$ cat src/rtl/sfp_pkg.sv
package sfp_pkg;
    typedef enum logic [1:0] {
        TRK_IDLE = 2'd0,
        TRK_BULK = 2'd1,
        TRK_TAIL = 2'd2
    } trk_phase_e;

    localparam logic [2:0] ADR_DATA = 3'd0;
    localparam logic [2:0] ADR_CFG  = 3'd1;
    localparam logic [2:0] ADR_STAT = 3'd2;
    localparam logic [2:0] ADR_CNT  = 3'd3;
    localparam logic [2:0] ADR_LVL  = 3'd4;

    localparam int CFG_TX_CLR  = 6;
    localparam int CFG_TX_DMA  = 7;
    localparam int CFG_RX_LSB  = 8;
    localparam int CFG_RX_CLR  = 14;
    localparam int CFG_RX_DMA  = 15;
    localparam int STAT_OVR    = 13;
    localparam int STAT_UDF    = 12;
    localparam int LVL_RX_LSB  = 8;
endpackage

$ cat src/rtl/sfp_fifo.sv
module sfp_fifo #(
    parameter int DEPTH = 16
) (
    input  logic                       clk,
    input  logic                       rst_n,
    input  logic                       clr,
    input  logic                       push,
    input  logic [7:0]                 din,
    input  logic                       pop,
    output logic [7:0]                 dout,
    output logic [$clog2(DEPTH):0]     level,
    output logic                       full,
    output logic                       empty
);
    localparam int AW = $clog2(DEPTH);
    localparam int LW = AW + 1;

    logic [7:0]    mem [DEPTH];
    logic [AW-1:0] wp, rp;
    logic          do_push, do_pop;

    assign full    = (level == LW'(DEPTH));
    assign empty   = (level == '0);
    assign do_push = push && !full && !clr;
    assign do_pop  = pop && !empty && !clr;
    assign dout    = empty ? 8'h00 : mem[rp];

    always_ff @(posedge clk) begin
        if (do_push) begin
            mem[wp] <= din;
        end
    end

    always_ff @(posedge clk or negedge rst_n) begin
        if (!rst_n) begin
            wp    <= '0;
            rp    <= '0;
            level <= '0;
        end else if (clr) begin
            wp    <= '0;
            rp    <= '0;
            level <= '0;
        end else begin
            if (do_push) wp <= wp + 1'b1;
            if (do_pop)  rp <= rp + 1'b1;
            unique case ({do_push, do_pop})
                2'b10:   level <= level + 1'b1;
                2'b01:   level <= level - 1'b1;
                default: level <= level;
            endcase
        end
    end
endmodule

$ cat src/rtl/sfp_xfer_track.sv
module sfp_xfer_track
    import sfp_pkg::*;
#(
    parameter int THR_W = 5
) (
    input  logic             clk,
    input  logic             rst_n,
    input  logic             load,
    input  logic [15:0]      load_val,
    input  logic             dec,
    input  logic [THR_W-1:0] thr,
    output logic [15:0]      left,
    output logic             is_idle,
    output logic             is_bulk,
    output logic             is_tail
);
    trk_phase_e  state_q, state_d;
    logic [15:0] left_d;
    logic [15:0] thr_ext;

    assign thr_ext = {{(16-THR_W){1'b0}}, thr};

    // next remaining count and next phase
    always_comb begin
        left_d = left;
        if (load) begin
            left_d = (load_val == 16'd0) ? 16'd1 : load_val;
        end else if (dec && left != 16'd0) begin
            left_d = left - 16'd1;
        end
        if (left_d == 16'd0) begin
            state_d = TRK_IDLE;
        end else if (left_d >= thr_ext) begin
            state_d = TRK_BULK;
        end else begin
            state_d = TRK_TAIL;
        end
    end

    // state register
    always_ff @(posedge clk or negedge rst_n) begin
        if (!rst_n) begin
            state_q <= TRK_IDLE;
            left    <= 16'd0;
        end else begin
            state_q <= state_d;
            left    <= left_d;
        end
    end

    // outputs
    always_comb begin
        is_idle = 1'b0;
        is_bulk = 1'b0;
        is_tail = 1'b0;
        unique case (state_q)
            TRK_IDLE: is_idle = 1'b1;
            TRK_BULK: is_bulk = 1'b1;
            TRK_TAIL: is_tail = 1'b1;
            default:  is_idle = 1'b1;
        endcase
    end
endmodule

$ cat src/rtl/sfp_data_fifos.sv
module sfp_data_fifos
    import sfp_pkg::*;
#(
    parameter int unsigned DEPTH_CODE = 1
) (
    input  logic        clk,
    input  logic        rst_n,
    input  logic        reg_wr,
    input  logic        reg_rd,
    input  logic [2:0]  reg_addr,
    input  logic [15:0] reg_wdata,
    output logic [15:0] reg_rdata,
    input  logic        core_push,
    input  logic [7:0]  core_rx_byte,
    input  logic        core_pop,
    output logic [7:0]  core_tx_byte,
    output logic        tx_req,
    output logic        tx_drain_req,
    output logic        rx_req,
    output logic        rx_drain_req,
    output logic        tx_dma_req,
    output logic        rx_dma_req
);
    localparam int DEPTH = 8 << DEPTH_CODE;
    localparam int AW    = $clog2(DEPTH);
    localparam int LW    = AW + 1;

    logic [AW-1:0] tx_thr_m1, rx_thr_m1;
    logic          tx_dma_en, rx_dma_en;
    logic          overrun_q, underflow_q;
    logic [15:0]   cnt_q;

    logic          wr_data, wr_cfg, wr_cnt, rd_data, tx_clr, rx_clr;
    logic [LW-1:0] tx_thr, rx_thr, tx_level, rx_level, tx_free, drain_cnt;
    logic          tx_full, tx_empty, rx_full, rx_empty;
    logic [7:0]    rx_head;
    logic [15:0]   tx_left, rx_left;
    logic          tx_idle, tx_bulk, tx_tail;
    logic          rx_idle, rx_bulk, rx_tail;

    assign wr_data = reg_wr && (reg_addr == ADR_DATA);
    assign wr_cfg  = reg_wr && (reg_addr == ADR_CFG);
    assign wr_cnt  = reg_wr && (reg_addr == ADR_CNT);
    assign rd_data = reg_rd && (reg_addr == ADR_DATA);
    assign tx_clr  = wr_cfg && reg_wdata[CFG_TX_CLR];
    assign rx_clr  = wr_cfg && reg_wdata[CFG_RX_CLR];

    assign tx_thr  = {1'b0, tx_thr_m1} + 1'b1;
    assign rx_thr  = {1'b0, rx_thr_m1} + 1'b1;
    assign tx_free = LW'(DEPTH) - tx_level;

    sfp_fifo #(.DEPTH(DEPTH)) u_tx_fifo (
        .clk(clk), .rst_n(rst_n), .clr(tx_clr),
        .push(wr_data), .din(reg_wdata[7:0]),
        .pop(core_pop), .dout(core_tx_byte),
        .level(tx_level), .full(tx_full), .empty(tx_empty)
    );

    sfp_fifo #(.DEPTH(DEPTH)) u_rx_fifo (
        .clk(clk), .rst_n(rst_n), .clr(rx_clr),
        .push(core_push), .din(core_rx_byte),
        .pop(rd_data), .dout(rx_head),
        .level(rx_level), .full(rx_full), .empty(rx_empty)
    );

    sfp_xfer_track #(.THR_W(LW)) u_tx_trk (
        .clk(clk), .rst_n(rst_n), .load(wr_cnt), .load_val(reg_wdata),
        .dec(wr_data && !tx_full), .thr(tx_thr), .left(tx_left),
        .is_idle(tx_idle), .is_bulk(tx_bulk), .is_tail(tx_tail)
    );

    sfp_xfer_track #(.THR_W(LW)) u_rx_trk (
        .clk(clk), .rst_n(rst_n), .load(wr_cnt), .load_val(reg_wdata),
        .dec(core_push), .thr(rx_thr), .left(rx_left),
        .is_idle(rx_idle), .is_bulk(rx_bulk), .is_tail(rx_tail)
    );

    // configuration, count and sticky error flags
    always_ff @(posedge clk or negedge rst_n) begin
        if (!rst_n) begin
            tx_thr_m1   <= '0;
            rx_thr_m1   <= '0;
            tx_dma_en   <= 1'b0;
            rx_dma_en   <= 1'b0;
            cnt_q       <= 16'd0;
            overrun_q   <= 1'b0;
            underflow_q <= 1'b0;
        end else begin
            if (wr_cfg) begin
                tx_thr_m1 <= reg_wdata[AW-1:0];
                rx_thr_m1 <= reg_wdata[CFG_RX_LSB +: AW];
                tx_dma_en <= reg_wdata[CFG_TX_DMA];
                rx_dma_en <= reg_wdata[CFG_RX_DMA];
            end
            if (wr_cnt) begin
                cnt_q <= (reg_wdata == 16'd0) ? 16'd1 : reg_wdata;
            end
            if (rx_clr) begin
                overrun_q <= 1'b0;
            end else if (core_push && rx_full) begin
                overrun_q <= 1'b1;
            end
            if (tx_clr) begin
                underflow_q <= 1'b0;
            end else if (core_pop && tx_empty) begin
                underflow_q <= 1'b1;
            end
        end
    end

    // service and draining requests
    assign tx_req       = tx_bulk && (tx_free >= tx_thr);
    assign tx_drain_req = tx_tail && (tx_left <= {{(16-LW){1'b0}}, tx_free});
    assign rx_req       = (rx_level >= rx_thr);
    assign rx_drain_req = rx_idle && !rx_empty && (rx_level < rx_thr);
    assign tx_dma_req   = tx_dma_en && (tx_req || tx_drain_req);
    assign rx_dma_req   = rx_dma_en && (rx_req || rx_drain_req);

    always_comb begin
        drain_cnt = '0;
        if (tx_drain_req) begin
            drain_cnt = tx_left[LW-1:0];
        end else if (rx_drain_req) begin
            drain_cnt = rx_level;
        end
    end

    // register read mux
    always_comb begin
        reg_rdata = 16'h0000;
        case (reg_addr)
            ADR_DATA: reg_rdata[7:0] = rx_head;
            ADR_CFG: begin
                reg_rdata[AW-1:0]          = tx_thr_m1;
                reg_rdata[CFG_TX_DMA]      = tx_dma_en;
                reg_rdata[CFG_RX_LSB +: AW] = rx_thr_m1;
                reg_rdata[CFG_RX_DMA]      = rx_dma_en;
            end
            ADR_STAT: begin
                reg_rdata[15:14]    = 2'(DEPTH_CODE);
                reg_rdata[STAT_OVR] = overrun_q;
                reg_rdata[STAT_UDF] = underflow_q;
                reg_rdata[LW-1:0]   = drain_cnt;
            end
            ADR_CNT: reg_rdata = cnt_q;
            ADR_LVL: begin
                reg_rdata[LW-1:0]          = tx_level;
                reg_rdata[LVL_RX_LSB +: LW] = rx_level;
            end
            default: reg_rdata = 16'h0000;
        endcase
    end
endmodule

$ cat config.mk
export PLATFORM = sky130hd
export DESIGN_NAME = sfp_data_fifos
export DESIGN_NICKNAME = d
export VERILOG_FILES = /design/src/rtl/sfp_pkg.sv /design/src/rtl/sfp_fifo.sv /design/src/rtl/sfp_xfer_track.sv /design/src/rtl/sfp_data_fifos.sv
export SDC_FILE = /design/constraint.sdc
export NUM_CORES = 1
export LEC_CHECK = 0
export BUFFER_PORTS_ARGS = -buffer_cell sky130_fd_sc_hd__buf_2
export CORE_ASPECT_RATIO = 0.5
export CORE_UTILIZATION = 40
export CTS_CLUSTER_DIAMETER = 80
export DETAILED_ROUTE_END_ITERATION = 12
export GPL_TIMING_DRIVEN = 1
export PLACE_DENSITY_LB_ADDON = 0.1
export SYNTH_ARGS = -nofsm -noshare
export SYNTH_HDL_FRONTEND = slang
export SYNTH_SLANG_ARGS = --single-unit
$ cat constraint.sdc
create_clock -name clk -period 3.2 [get_ports clk]
set_input_delay 0.64 -clock clk [delete_from_list [all_inputs] [get_ports clk]]
set_output_delay 0.64 -clock clk [all_outputs]
set_load 0.02 [all_outputs]
After elaboration in Yosys (flattened, before gate mapping)
Memory sizes are Yosys's and may differ from the RTL's.
Cells that the tools add are included.
{"block": "classes", "addsub": 13, "multipliers": 0, "div": 0, "magnitude_cmp": 6, "n_eq_ne": 14, "n_shift": 0, "muxes": 44, "bitwise": 0, "reduce_logical": 49}
{"op": "$mux W16", "n": 5}
{"op": "$logic_not A16 Y1", "n": 3}
{"op": "$ge A16 B5 Y1", "n": 2}
{"op": "$mux W4", "n": 8}
{"op": "$reduce_bool A16 Y1", "n": 2}
{"op": "$sub A16 B1 Y16 const B", "n": 2}
{"op": "$logic_and A1 B1 Y1", "n": 24}
{"op": "$mux W5", "n": 4}
{"op": "$pmux W4 S5", "n": 1}
{"op": "$pmux W5 S2", "n": 2}
{"op": "$add A4 B1 Y4 const B", "n": 4}
{"op": "$le A16 B5 Y1", "n": 1}
{"op": "$mux W8", "n": 2}
{"op": "$pmux W4 S3", "n": 1}
{"op": "$reduce_bool A2 Y1", "n": 6}
{"op": "$mux W1", "n": 11}
{"op": "$add A4 B1 Y5 const B", "n": 2}
{"op": "$add A5 B1 Y5 const B", "n": 2}
{"op": "$eq A5 B5 Y1 const B", "n": 2}
{"op": "$ge A5 B5 Y1", "n": 2}
{"op": "$logic_not A5 Y1", "n": 2}
{"op": "$sub A5 B1 Y5 const B", "n": 2}
{"op": "$eq A2 B1 Y1 const B", "n": 4}
{"op": "$eq A2 B2 Y1 const B", "n": 4}
{"op": "other kinds (15)", "n": 28}
{"block": "totals", "register_bits": 90, "latchBits": 0, "mem_bits_rw": 256, "mem_bits_ro": 0, "elab_cells": 145, "mem_count": 2}
{"memory": "u_rx_fifo.mem", "depth": 16, "width": 8, "rd": 1, "rd_ports_with_merged_regs": 0, "wr": 1, "line": "sfp_fifo.sv:18", "text": "logic [7:0] mem [DEPTH];"}
{"memory": "u_tx_fifo.mem", "depth": 16, "width": 8, "rd": 1, "rd_ports_with_merged_regs": 0, "wr": 1, "line": "sfp_fifo.sv:18"}

Depth between registers and ports, before layout
Gate-level depths: netlist of the first run.
{"block": "logic_depth", "word_depth": 9, "mapped_depth": 15, "mapped_depth_nobuf": 14}

By module
Synthesis of the first run repeated with hierarchy kept, for this count alone.
{"block": "unflattened", "cells_unflattened": 1180, "hier_area_um2": 16648.5}
{"mod": "sfp_fifo at u_rx_fifo", "instances": 1, "cells_each": 310, "area_each_um2": 5850.6, "seq_area_each_um2": 4169.0}
{"mod": "sfp_fifo at u_tx_fifo", "instances": 1, "cells_each": 308, "area_each_um2": 5828.1, "seq_area_each_um2": 4169.0}
{"mod": "sfp_data_fifos", "instances": 1, "cells_each": 259, "area_each_um2": 2309.7, "seq_area_each_um2": 700.7}
{"mod": "sfp_xfer_track at u_rx_trk", "instances": 1, "cells_each": 156, "area_each_um2": 1360.1, "seq_area_each_um2": 450.4}
{"mod": "sfp_xfer_track at u_tx_trk", "instances": 1, "cells_each": 147, "area_each_um2": 1300.0, "seq_area_each_um2": 450.4}

Least setup slack after synthesis of the first run
Ideal clock, no wire load.
{"block": "synth_timing", "path_type": "reg-to-output", "from": "register u_tx_fifo.level[0]", "to": "output reg_rdata[4]", "t_arrival_ns": 2.856, "t_required_ns": 2.560, "setup_slack_ns": -0.296, "path_stages_with_launch": 13, "n_path_buf": 0, "cell_sequence": "dfrtp_1 > inv_1 > ha_1 > nand2b_1 > nor2_1 > xnor2_1 > ha_1 > nand2_1 > or3_1 > o21ai_0 > and3_1 > mux2i_1 > o311ai_0"}
{"block": "synth_via", "elab_chain_len": 5}
{"element": "start: declaration", "line": "sfp_fifo.sv:11", "text": "output logic [$clog2(DEPTH):0] level,"}
{"element": "start signal: assignment", "line": "sfp_fifo.sv:47", "text": "2'b10: level <= level + 1'b1;"}
{"element": "start signal: assignment", "line": "sfp_fifo.sv:48", "text": "2'b01: level <= level - 1'b1;"}
{"element": "start signal: assignment", "line": "sfp_fifo.sv:49", "text": "default: level <= level;"}
{"element": "$sub A5 B5 Y5", "line": "sfp_data_fifos.sv:50", "text": "assign tx_free = LW'(DEPTH) - tx_level;"}
{"element": "$le A16 B5 Y1", "line": "sfp_data_fifos.sv:113", "text": "assign tx_drain_req = tx_tail && (tx_left <= {{(16-LW){1'b0}}, tx_free});"}
{"element": "$logic_and A1 B1 Y1", "line": "sfp_data_fifos.sv:113"}
{"element": "$mux W5", "line": "sfp_data_fifos.sv:121", "text": "if (tx_drain_req) begin"}
{"element": "$pmux W1 S4", "line": "sfp_data_fifos.sv:131", "text": "case (reg_addr)"}
{"element": "end: declaration", "line": "sfp_data_fifos.sv:12", "text": "output logic [15:0] reg_rdata,"}
No other way between the ends.

Final worst setup path of the first run
{"block": "layout_timing", "from": "register u_tx_fifo.level[1]", "to": "output reg_rdata[4]"}
Same word-level chain as after synthesis.

==> results.yml, run 1 <==
floorplan:
  core_sq_mm: 0.0391
  die_w_um: 284
  ioPinCount: 63
  num_rows: 51
  fp.dieH_um: 143
  start_util_pct: 40.7
  dieArea_sq_mm: 0.0406
power_and_ir_drop:
  swShare_pct: 32.0
  p_int_mw: 10.9
  pwr-share-comb_pct: 37.7
  pwr-share-clk_pct: 25.6
  p_per_area_mw_per_mm2: 801
  leakage_nw: 7.55
  sequentialPowerShare_pct: 36.7
  peakVddDrop_uv: 377
  power.switching_mw: 5.13
logic_synthesis:
  synthTopCellsByArea: "edfxtp_1 48%, dfrtp_1 14%, mux4_2 11%, ha_1 3.5%, nand2_1 2.1%"
  synthMuxAreaShare_pct: 12.7
  synth_compound_area_share_pct: 5.60
  async_reset_ff_share_pct: 26.0
  yosys.cell_types.count: 70
  synthTopCellsByCount: "256 x edfxtp_1, 90 x dfrtp_1, 90 x nand2_1"
  synth-edff-count: 256
  synthXorXnorAreaFrac_pct: 1.54
  synth_top_family_by_area: "multiplexers"
  ys_ff_latch: 346
  avgSynthCellArea_sq_um: 14.6
  synth_top_area_share_pct: 48.4
  yosysWarnings: 0
  yosysMostFrequentCell: "edfxtp_1"
  syn_area_sq_mm: 0.0159
  synthesis.nets: 1169
  synth_seq_area_share_pct: 62.5
  yosys.area_share.simple_pct: 11.8
  yosys.area_share.adder_pct: 3.78
  synth_area_leader_cell: "edfxtp_1"
  ys.flop_type: "edfxtp_1"
  synth_cells: 1090
timing:
  rsz0062_at_grt: "true"
  setup_tns_ns: -4.44
  max_freq_ghz: 0.265
  finClkSkew_ns: 0.0186
  setup_viol: 14
  finalHoldViolations: 0
  tightest_slew_ns: 0.690
  fin_ws_ns: -0.575
  fin_crit_ns: 3.77
  finalMaxSlewViolations: 0
  fin_crit_sh_pct: 118
  slew_headroom_pct: 54.0
clocking:
  cts_hold_buffers: 0
  cts_num_sinks: 346
  cts_buffer_depth: 3
  cts_buffers: 34
  cts.htree.levels: 2
  path_clk_slew_ns: 0.06
  clock-root-buffer: "clkbuf_16"
  cts_tree: "yes"
  clk_latency_ns: 0.52
drt:
  vias_per_cell: 5.45
  first_pass_iters: 5
  wire_per_inst_um: 22.5
  ant_nets: 0
  drc: 0
  vias: 10256
  drt-initial-drc-count: 663
  routed_wl_um: 42500
worst_setup_path:
  worstPathCellList: "inv_2 > ha_4 > inv_1 > ha_4 > nor2b_2 > o31ai_2 > a21oi_4 > o21ai_4 > and3_4 > buf_6 > mux2i_1 > o311ai_1 > buf_4 > buf_6"
  critPathBufInv: 5
  required_ns: 2.56
  crit_family: "compound AO/OA/AOI/OAI gates"
  slowest_stage: "dfrtp_1"
  start_kind: "register"
  path_class: "register to output port"
  arrival_ns: 3.13
  cp-end-kind: "output port"
  path_max_fanout: 3
  slowest_delay_ns: 0.39
finish:
  syn_to_final_growth_pct: 26.2
  num-nets-final: 1408
  fin_area_sq_mm: 0.0201
  drive_gt1_share_pct: 34.9
  num_antenna_cells: 0
  final_core_utilization_pct: 51.4
min_path:
  hp-class: "input port to async pin"
global_routing:
  grt_pass1_vias: 10469
  groute.usage.overall_pct: 21.2
  gr-total-overflow: 0
  grt_pass1_wl_um: 64200
  antenna_found_initial: 0
  grt_max_degree: 48
place:
  port_buffers: 62
  place.gp.congestion: 0.899
  pre_cts_slack_ns: -0.355
  dpl-instance-area_sq_mm: 0.0180
  dp_hpwl_um: 29400
status:
  status: "complete, but fails checks"
  violations: "setup timing"
job:
  cap_violations: 0
-- path summary, 6_finish.rpt --
kind	start	to	slack (ns)	cells past startpoint
worst max-delay path	u_tx_fifo.level[1]	reg_rdata[4]	-0.57	14
worst min-delay path	rst_n	u_tx_fifo.wp[1]	0.15	1
worst max register to register	u_rx_trk.left[4]	u_rx_trk.state_q[1]	0.11	8
worst min register to register	cnt_q[1]	cnt_q[1]	0.48	2
max in group asynchronous	rst_n	u_rx_fifo.rp[0]	2.32	2
min in group clk	reg_wdata[12]	cnt_q[12]	0.39	3
-- flip-flops by register name, summed over array words and instances, names as in the netlist, 4 cells and up --
signal,count
u_rx_fifo.rp,4
u_tx_fifo.level,5
u_tx_fifo.wp,4
u_rx_fifo.mem,128
u_tx_fifo.mem,128
u_rx_fifo.wp,4
u_tx_fifo.rp,4
u_rx_fifo.level,5
u_rx_trk.left,16
tx_thr_m1,4
cnt_q,16
rx_thr_m1,4
u_tx_trk.left,16
-- logic make-up after synthesis --
kind of cell,Yosys count
compound gates,132
flops,346
simple gates,348
buf+inv,89
mux,100
fa+ha+maj,47
xor+xnor,28
-- per-layer routing --
metal / vias to the layer above / GRT usage [%] / part of all wire (%)
met5: - / 0 / 0
met4: 0 / 5.75 / 2.5
met3: 74 / 3.15 / 4.1
met2: 248 / 35.6 / 49
li1: 4693 / - / -
met1: 5241 / 28.9 / 45
-- through the flow --
stage	power [mW]	instances	hold WS (ns)
global route	16.9	1883	0.190
floorplan	8.96	1090	0.344
global placement	10.8	1791	0.458
detailed placement	10.9	1791	0.462
finish	16.1	1883	0.152
CTS	15.6	1870	0.155
-- power groups by stage --
stage | logic [mW] | registers, mW | clock network, mW
floorplan | 3.21 | 5.75 | 0
global placement | 4.88 | 5.92 | 0
detailed placement | 4.95 | 5.94 | 0
CTS | 5.54 | 5.88 | 4.21
global route | 6.57 | 5.96 | 4.40
finish | 6.06 | 5.89 | 4.11
-- timing repair --
| action | in CTS | in global routing |
|---|---|---|
| pin swaps | 24 | 24 |
| setup buffers | 19 | 16 |
| gates resized for setup | 81 | 79 |
| cloned | 2 | 0 |
| endpoints found under the setup margin | 26 | 27 |
-- cell usage in the layout (no fill, tap or decap), types with 12 or more instances in the layout --
cell	synthesis	final
edfxtp_1	256	256
buf_4	0	165
nand2_1	90	89
dfrtp_1	90	86
mux4_2	80	80
nor2_1	71	69
buf_2	2	40
ha_1	44	37
clkbuf_16	0	35
inv_1	39	34
buf_6	0	33
and2_1	25	25
a21oi_1	28	22
o21ai_0	26	19
or3_1	19	18
a31oi_1	17	17
nand3_1	19	16
nand2b_1	16	14
xnor2_1	15	13
or4_1	15	12
mux2i_1	12	12
-- cell type report --
cell class | count | area, sq um
clock inverters | 14 | 181
clock buffers | 46 | 927
well taps | 530 | 663
multi-input cells | 655 | 6080
fillers | 3344 | 19000
flip-flops and latches | 346 | 9950
repair buffers | 253 | 2110
inverters | 39 | 146
Power figures use the tool's default switching activity.
==> run 2: changes to the inputs <==
Settings changed: CELL_PAD_IN_SITES_DETAIL_PLACEMENT set to 0, CELL_PAD_IN_SITES_GLOBAL_PLACEMENT set to 2.
==> results.yml, run 2 (synthesis gave the netlist of run 1 again) <==
worst_setup_path:
  cp-end-kind: "output port"
  start_kind: "register"
  required_ns: 2.56
  path_max_fanout: 3
  path_class: "register to output port"
  arrival_ns: 3.17
floorplan:
  dieArea_sq_mm: 0.0406
  die_w_um: 284
  fp.dieH_um: 143
  start_util_pct: 40.7
  core_sq_mm: 0.0391
  num_rows: 51
  ioPinCount: 63
power_and_ir_drop:
  leakage_nw: 7.61
  p_int_mw: 11.0
  pwr-share-comb_pct: 36.5
  peakVddDrop_uv: 376
  p_per_area_mw_per_mm2: 798
  power_mw: 16.0
  swShare_pct: 31.4
  pwr-share-clk_pct: 26.9
  sequentialPowerShare_pct: 36.6
  power.switching_mw: 5.03
finish:
  syn_to_final_growth_pct: 26.5
  num_antenna_cells: 0
  fin_area_sq_mm: 0.0201
  nFillCells: 3381
  mostFrequentLayoutCell: "edfxtp_1"
  num-nets-final: 1416
  multi_input_area_sq_mm: 0.00605
  drive_gt1_share_pct: 35.2
  mostFrequentLayoutCells: "256 x edfxtp_1, 181 x buf_4, 90 x nand2_1"
  seqCellArea_sq_mm: 0.00994
  stdcell_count: 1892
  top_regs: "u_rx_fifo.mem: 128 flops, u_tx_fifo.mem: 128 flops"
global_routing:
  grt-busiest-layer: "met2"
  groute.usage.overall_pct: 21.5
  grt_max_degree: 51
  met2_usage_pct: 36.0
  grt_pass1_wl_um: 64800
  grt_pass1_vias: 10415
  antenna_found_initial: 1
  gr-usage-met3_pct: 3.75
  grt_use_met1_pct: 29.5
  gr-total-overflow: 0
timing:
  fin_ws_ns: -0.608
  tightest_slew_ns: 0.709
  max_freq_ghz: 0.263
  fin_crit_sh_pct: 119
  finClkSkew_ns: 0.0135
  slew_headroom_pct: 52.8
  setup_tns_ns: -4.20
  rsz0062_at_grt: "true"
  fin_crit_ns: 3.81
  finalHoldViolations: 0
  setup_viol: 13
  finalMaxSlewViolations: 0
  whs_ns: 0.164
job:
  cap_violations: 0
clocking:
  cts.htree.levels: 2
  path_clk_slew_ns: 0.07
  cts_buffers: 34
  cts_tree: "yes"
  clk_latency_ns: 0.51
  clock-root-buffer: "clkbuf_16"
  cts_hold_buffers: 0
  cts_buffer_depth: 3
  cts_num_sinks: 346
place:
  place.gp.congestion: 0.861
  dpl-instance-area_sq_mm: 0.0180
  place_inst: 1793
  port_buffers: 62
  dp_hpwl_um: 29600
status:
  status: "complete, but fails checks"
  violations: "setup timing"
drt:
  first_pass_iters: 5
  wire_per_inst_um: 22.9
  ant_nets: 0
  drc: 0
  drt-initial-drc-count: 625
  vias_per_cell: 5.36
  vias: 10143
  routed_wl_um: 43300
min_path:
  hp-class: "input port to async pin"
run 2: cell types whose count changed in the layout (fill, tap and decap cells not counted), moves of 3 or more:
cell | previous run | this run
buf_4 | 165 | 181
nand3_1 | 16 | 19
nor2b_4 | 8 | 1
buf_6 | 33 | 20
a21oi_1 | 22 | 25
clkbuf_1 | 10 | 7
bufinv_16 | 4 | 7
inv_1 | 34 | 31
nor2b_1 | 6 | 13
clkbuf_16 | 35 | 38
buf_12 | 10 | 6
buf_2 | 40 | 47
run 2: worst max-delay path, cell delays in order (launching register included):
cell	delay, ns
dfrtp_2	0.43
buf_6	0.12
nor3_4	0.18
xnor2_2	0.15
inv_1	0.07
ha_1	0.27
nand2_1	0.06
or3_1	0.32
o21ai_2	0.09
and3_4	0.23
buf_6	0.10
mux2i_2	0.06
o311ai_2	0.29
buf_4	0.17
buf_6	0.10
run 2: worst paths after layout:
path / from / to / slack, ns / depth (start not counted)
setup / recovery: u_tx_fifo.level[0] / reg_rdata[4] / -0.61 / 14
hold / removal: rst_n / u_tx_fifo.rp[0] / 0.16 / 1
setup reg to reg: u_tx_trk.left[1] / u_tx_trk.state_q[1] / 0.03 / 17
hold reg to reg: cnt_q[1] / cnt_q[1] / 0.48 / 2
max in group asynchronous: rst_n / cnt_q[12] / 2.35 / 2
min in group clk: reg_wdata[12] / cnt_q[12] / 0.39 / 3
run 2: power by group through the flow:
stage          Clock (mW)  Sequential (mW)  Combinational, mW
2_1_floorplan           0             5.75               3.21
3_3_place_gp            0             5.91               4.81
3_5_place_dp            0             5.92               4.87
4_1_cts              4.41             5.85               5.36
5_1_grt              4.59             5.94               6.40
6_report             4.32             5.87               5.86
run 2: timing repair:
action,in CTS,in global routing
setup buffers,22,15
cloned,2,6
setup endpoints to repair,26,31
pin swaps,19,31
resized for setup,44,80
run 2: final cells by class:
| cell class | count | share of cell area (%) |
|---|---|---|
| well taps | 530 | 3.30 |
| multi-input cells | 655 | 30.1 |
| repair buffers | 261 | 10.5 |
| inverters | 39 | 0.753 |
| clock buffers | 42 | 4.49 |
| flip-flops and latches | 346 | 49.5 |
| clock inverters | 19 | 1.41 |
run 2: per-stage QoR:
step / utilization [%] / worst slack [ns]
6_report: 51.5 / -0.608
5_1_grt: 51.5 / -0.766
4_1_cts: 50.1 / -0.740
3_5_place_dp: 46.0 / -0.460
3_3_place_gp: 46.0 / -0.398
2_1_floorplan: - / -0.0306
run 2: metal layers:
layer | up-vias | part of all wire [%] | wire [um]
met1 | 5205 | 46 | 19800
met2 | 172 | 48 | 20900
li1 | 4709 | - | -
met4 | 2 | 1.8 | 790
met3 | 55 | 3.9 | 1710
met5 | - | 0.018 | 8
